==> config.mk <==
export PLATFORM = sky130hd
export DESIGN_NAME = hwmutex_top
export DESIGN_NICKNAME = d
export VERILOG_FILES = /design/src/rtl/hwmutex_pkg.sv /design/src/rtl/hwmutex_ctrl.sv /design/src/rtl/hwmutex_dp.sv /design/src/rtl/hwmutex_top.sv
export SDC_FILE = /design/constraint.sdc
export NUM_CORES = 1
export LEC_CHECK = 0
export ABC_AREA = 1
export CAP_MARGIN = 20
export CORE_MARGIN = 8
export CORE_UTILIZATION = 65
export DETAILED_ROUTE_END_ITERATION = 16
export DONT_BUFFER_PORTS = 1
export GPL_TIMING_DRIVEN = 0
export PLACE_DENSITY = 0.87
export RECOVER_POWER = 100
export SYNTH_ARGS = -nofsm -noshare
export SYNTH_HDL_FRONTEND = slang
export SYNTH_SLANG_ARGS = --single-unit
==> constraint.sdc <==
create_clock -name clk -period 2.89 [get_ports clk]
set_input_delay 0.867 -clock clk [delete_from_list [all_inputs] [get_ports clk]]
set_output_delay 0.867 -clock clk [all_outputs]
set_load 0.05 [all_outputs]
==> src/rtl/hwmutex_pkg.sv <==
package hwmutex_pkg;
  localparam int FIELD_W = 16;
  localparam int WORD_W  = 2 * FIELD_W;

  typedef struct packed {
    logic               take;
    logic               drop;
    logic               clrFlag;
    logic [FIELD_W-1:0] nextOwner;
    logic [FIELD_W-1:0] nextTag;
  } mutexStrobes_t;
endpackage

==> src/rtl/hwmutex_ctrl.sv <==
module hwmutex_ctrl
  import hwmutex_pkg::*;
#(
  parameter int NUM_MASTERS = 3
) (
  input  logic [NUM_MASTERS-1:0]             wrEn,
  input  logic [NUM_MASTERS-1:0]             addrSel,
  input  logic [NUM_MASTERS-1:0][WORD_W-1:0] wrData,
  input  logic [FIELD_W-1:0]                 curOwner,
  input  logic [FIELD_W-1:0]                 curTag,
  output mutexStrobes_t                      strobes
);
  localparam int IDX_W = (NUM_MASTERS > 1) ? $clog2(NUM_MASTERS) : 1;

  logic [NUM_MASTERS-1:0] lockWr;
  logic [NUM_MASTERS-1:0] flagClrReq;

  for (genvar g = 0; g < NUM_MASTERS; g++) begin : g_req
    assign lockWr[g]     = wrEn[g] & ~addrSel[g];
    assign flagClrReq[g] = wrEn[g] & addrSel[g] & wrData[g][0];
  end

  logic [IDX_W-1:0]   winIdx;
  logic               winHit;
  logic [FIELD_W-1:0] winId;
  logic [FIELD_W-1:0] winTag;
  logic               isFree;
  logic               idMatch;

  always_comb begin
    winIdx = '0;
    winHit = 1'b0;
    for (int i = NUM_MASTERS - 1; i >= 0; i--) begin
      if (lockWr[i]) begin
        winIdx = IDX_W'(i);
        winHit = 1'b1;
      end
    end
  end

  assign winId   = wrData[winIdx][WORD_W-1:FIELD_W];
  assign winTag  = wrData[winIdx][FIELD_W-1:0];
  assign isFree  = (curTag == '0);
  assign idMatch = (winId == curOwner);

  always_comb begin
    strobes.take      = winHit && (winTag != '0) && (isFree || idMatch);
    strobes.drop      = winHit && (winTag == '0) && !isFree && idMatch;
    strobes.clrFlag   = |flagClrReq;
    strobes.nextOwner = winId;
    strobes.nextTag   = winTag;
  end
endmodule

==> src/rtl/hwmutex_dp.sv <==
module hwmutex_dp
  import hwmutex_pkg::*;
#(
  parameter int NUM_MASTERS = 3
) (
  input  logic                               clk,
  input  logic                               rstN,
  input  mutexStrobes_t                      strobes,
  input  logic [NUM_MASTERS-1:0]             addrSel,
  output logic [FIELD_W-1:0]                 ownerQ,
  output logic [FIELD_W-1:0]                 tagQ,
  output logic                               flagQ,
  output logic [NUM_MASTERS-1:0][WORD_W-1:0] rdData
);
  always_ff @(posedge clk or negedge rstN) begin
    if (!rstN) begin
      ownerQ <= '0;
      tagQ   <= '0;
      flagQ  <= 1'b1;
    end else begin
      if (strobes.take) begin
        ownerQ <= strobes.nextOwner;
        tagQ   <= strobes.nextTag;
      end else if (strobes.drop) begin
        ownerQ <= '0;
        tagQ   <= '0;
      end
      if (strobes.clrFlag) flagQ <= 1'b0;
    end
  end

  for (genvar g = 0; g < NUM_MASTERS; g++) begin : g_rd
    assign rdData[g] = addrSel[g] ? {{(WORD_W-1){1'b0}}, flagQ} : {ownerQ, tagQ};
  end
endmodule

==> src/rtl/hwmutex_top.sv <==
module hwmutex_top
  import hwmutex_pkg::*;
#(
  parameter int NUM_MASTERS = 3
) (
  input  logic                               clk,
  input  logic                               rstN,
  input  logic [NUM_MASTERS-1:0]             mstWrEn,
  input  logic [NUM_MASTERS-1:0]             mstAddr,
  input  logic [NUM_MASTERS-1:0][WORD_W-1:0] mstWrData,
  output logic [NUM_MASTERS-1:0][WORD_W-1:0] mstRdData
);
  mutexStrobes_t      strobes;
  logic [FIELD_W-1:0] curOwner;
  logic [FIELD_W-1:0] curTag;
  logic               rstFlag;

  hwmutex_ctrl #(.NUM_MASTERS(NUM_MASTERS)) i_ctrl (
    .wrEn(mstWrEn), .addrSel(mstAddr), .wrData(mstWrData),
    .curOwner(curOwner), .curTag(curTag), .strobes(strobes)
  );

  hwmutex_dp #(.NUM_MASTERS(NUM_MASTERS)) i_dp (
    .clk(clk), .rstN(rstN), .strobes(strobes), .addrSel(mstAddr),
    .ownerQ(curOwner), .tagQ(curTag), .flagQ(rstFlag), .rdData(mstRdData)
  );
endmodule

### Yosys cells after proc, flatten, opt, wreduce, memory -nomap -nowiden

Index checks and enable logic that the tools add are counted.

| storage, ports and cells | value |
|---|---|
| register bits after elaboration | 33 |
| input port bits | 104 |
| output and inout bits | 96 |
| word-level logic and storage cells | 43 |

| operators by class | value |
|---|---|
| $lt $le $gt $ge | 1 |
| equality and inequality tests | 1 |
| muxes and demuxes | 14 |
| bitwise gates (word level) | 12 |
| reduce and logical (&&, ||, !) cells | 12 |

Operators by type and width:

| cell | number |
|---|---|
| 32-bit 2-to-1 mux | 4 |
| 32-bit binary-select mux with 2-bit select | 1 |
| 16-bit 2-to-1 mux | 3 |
| 16-bit zero test | 2 |
| 16-bit equality test | 1 |
| 16-bit nonzero test | 1 |
| 1-bit AND | 9 |
| 2-bit 2-to-1 mux | 3 |
| 1-bit logical AND | 5 |
| 2-bit by 3-bit < comparator with 1-bit output (second input constant) | 1 |
| 1-bit 2-to-1 mux | 3 |
| 1-bit inverter | 3 |
| 3-bit OR reduction | 1 |
| 2-bit nonzero test | 1 |
| 1-bit zero test | 1 |
| 1-bit logical OR | 1 |

### Depth between registers and ports, before layout

| logic depth | value |
|---|---|
| word-level depth | 13 |
| mapped depth | 19 |
| mapped depth without buffers | 16 |

### By module

From an unflattened synthesis, not the netlist that was laid out.

| second synthesis, totals | value |
|---|---|
| cell total of the unflattened synthesis | 650 |
| area, all modules | 3524.6 um^2 |

Modules (own cells, without submodules):

| module | times used | cells each | area an instance (um^2) | sequential area each (um^2) |
|---|---|---|---|---|
| hwmutex_dp | 1 | 282 | 1826.8 | 827.0 |
| hwmutex_ctrl | 1 | 368 | 1697.9 | 0.0 |

### Least setup slack after synthesis

OpenSTA, ideal clock, no wires.

| timing path | value |
|---|---|
| path type | input port to output port |
| from | input port mstAddr[2] |
| to | output port mstRdData[64] (netlist bit) |
| arrival time | 2.131 ns |
| data required time | 2.023 ns |
| path slack | -0.108 ns |
| cell stages on the path | 2 |
| buffers on the path | 1 |
| cells stage by stage | buf_2 -> o21ai_0 |

RTL lines:

| what | line | text |
|---|---|---|
| start, declared | hwmutex_top.sv:9 | `input logic [NUM_MASTERS-1:0] mstAddr,` |
| end, declared | hwmutex_top.sv:11 | `output logic [NUM_MASTERS-1:0][WORD_W-1:0] mstRdData` |

==> results.ini <==
[floorplan]
dieArea_sq_mm = 0.00806
rows = 27
ios = 200
die_y_um = 89.8
start_util_pct = 65.9
die_w_um = 89.8
core_sq_mm = 0.00537

[sta]
grt_setup_unrepaired = true
fmax_ghz = 0.332
fin_setup_tns_ns = -2.05
finalHoldViolCount = 0
slew_violations = 0
period_needed_ns = 3.01
setup_slack_ns = -0.118
relSlewSlack_pct = 34.9
min_period_over_period_pct = 104
tightest_slew_ns = 0.970
whs_ns = 0.265
finalSetupViolCount = 22
fin_skew_ns = 0.00707

[synthesis]
ys_warn_count = 0
syn_nets = 767
synth_top_flop_cell = dfrtp_1
netlist_area_sq_mm = 0.00354
ys_types = 23
synth_area_leader_cell = nand2_1
syn_inst = 663
syn_avg_cell_area_sq_um = 5.34
synth_commonest_cells = 239 x nand2_1, 115 x nor2_1, 112 x nand3_1
synth-async-reset-ratio_pct = 100
synth-seq-cells = 33
synth.most_common_cell = nand2_1
synth-edff-count = 0
synth_top_area_share_pct = 25.4
synth.area.top_cells = nand2_1 25%, dfrtp_1 23%, nand3_1 16%
yosysSeqAreaShare_pct = 23.4

[worst_setup_path]
critPathKind = input port to output port
rr_endpoint = i_dp.ownerQ[6]
end_kind = output port
rrSetupSlack_ns = 0.91
critical_path.reg2reg.startpoint = i_dp.tagQ[15]
start_kind = input port
rr_worst_depth = 8
crit_required_ns = 2.02
critPathArrivalTime_ns = 2.14
critical_path.max_fanout = 10

[cts]
cts_resized = 8
clockRootBuffer = clkbuf_8
cts_buffer_depth = 2
tritoncts = built
clkTransAtPathRegs_ns = 0.07
cts_hold_buf = 0
cts_setup_buffers = 0
clk_latency_ns = 0.29
cts_sinks = 33
cts_max_level = 2
cts_made_buffers = 5

[global_routing]
grt_pass1_vias = 4135
grt-ovfl-total = 0
antenna_found_initial = 1
met3_usage_pct = 10.5
globalRouteTotalUtil_pct = 29.8
grt_max_degree = 34
grt.met1_usage_pct = 33.3
grt_use_met2_pct = 50.6
grt_pass1_wl_mm = 20.1
busiest_layer = met2

[place]
dp_slack_ns = -0.0828
dp_hpwl_mm = 10.0
port_buffers = 0
dpl_cell_area_sq_mm = 0.00363
place_congestion = 0.894

[pwr]
leakage_nw = 2.22
ir_worst_vdd_uv = 542
powerDensity_mw_per_mm2 = 924

[layout]
syn2layout_area_growth_pct = 9.20
num-nets-final = 774
drive_gt1_share_pct = 14.0
final_area_sq_mm = 0.00386
fillers = 489

[detailed_routing]
routedWlPerCell_um = 17.1
vias = 4333
ant_nets = 0
first_pass_iters = 5
drcViolationCount = 0
routed_wirelength_mm = 12.8
drtIter0Drc = 325
routed_via_density = 5.82

[status]
violations = setup timing
outcome = finished with violations

[min_path]
worstHoldPathType = input port to async pin

[run]
cap_violations = 0

==> sequential cells by signal, indices dropped and copies added (netlist names) <==
register     cells
i_dp.flagQ       1
i_dp.tagQ       16
i_dp.ownerQ     16
==> report_power, final <==
| group | switching (W) | total (W) | internal [W] | leakage (nW) |
|---|---|---|---|---|
| Clock | 0.000186 | 0.000444 | 0.000258 | 0.0544 |
| Sequential | 0.000141 | 0.000803 | 0.000663 | 0.416 |
| Combinational | 0.00197 | 0.00232 | 0.000350 | 1.74 |
==> per-stage QoR <==
step                      instances  utilization [%]  power, W
final                           745             71.9   0.00357
after global routing            744             71.9   0.00378
after detailed placement        735             67.5   0.00304
after CTS                       743             70.0   0.00349
after floorplan                 663                -   0.00276
after global placement          735             67.5   0.00300
==> how the worst max path moves through the flow <==
stage | from | endpoint | slack (ns) | cells past startpoint
finish | mstAddr[2] | mstRdData[92] | -0.12 | 3
CTS | mstAddr[1] | mstRdData[58] | -0.08 | 3
global placement | mstAddr[1] | mstRdData[55] | -0.08 | 3
floorplan | mstAddr[2] | mstRdData[65] | 0.13 | 3
global route | mstAddr[2] | mstRdData[90] | -0.15 | 3
detailed placement | mstAddr[1] | mstRdData[55] | -0.08 | 3
==> critical path, cell delays in order <==
cell      delay, ns
buf_2          0.17
clkbuf_1       0.31
nor2_1         0.78
==> kinds of logic after synthesis <==
kind of cell	share of synthesized area [%]
buf+inv	15.1
flops	23.4
simple gates	60.6
compound gates	0.990
==> final cells by class <==
cell class | instances | area [sq um] | share of cell area (%)
antenna | 2 | 5.00 | 0.130
inverter | 88 | 330 | 8.55
sequential | 33 | 827 | 21.4
buffer | 39 | 205 | 5.31
clock buffer | 5 | 68.8 | 1.78
multi-input combinational | 503 | 2290 | 59.3
tap | 72 | 90.1 | 2.33
clock inverter | 3 | 46.3 | 1.20
==> metal layers <==
layer  wire, um  share of wire, %
met1       4680                37
met5          0                 0
met3       1670                13
met2       6040                47
met4        380               3.0
==> cells in the final DEF (no fill, tap or decap), types with 2 or more instances in the layout <==
cell type and n:
o21ai_1 3, nor2_2 44, nand3b_1 17, dfrtp_1 32, inv_2 4, inv_1 84
clkbuf_1 12, nand3_1 112, nor2_4 3, nand2_2 2, nand2_4 2, nand2_1 240
buf_4 9, buf_2 16, nor2_1 71, nand4_1 4, clkbuf_8 5, diode_2 2
Note: power is estimated with default switching activity, not from simulation.
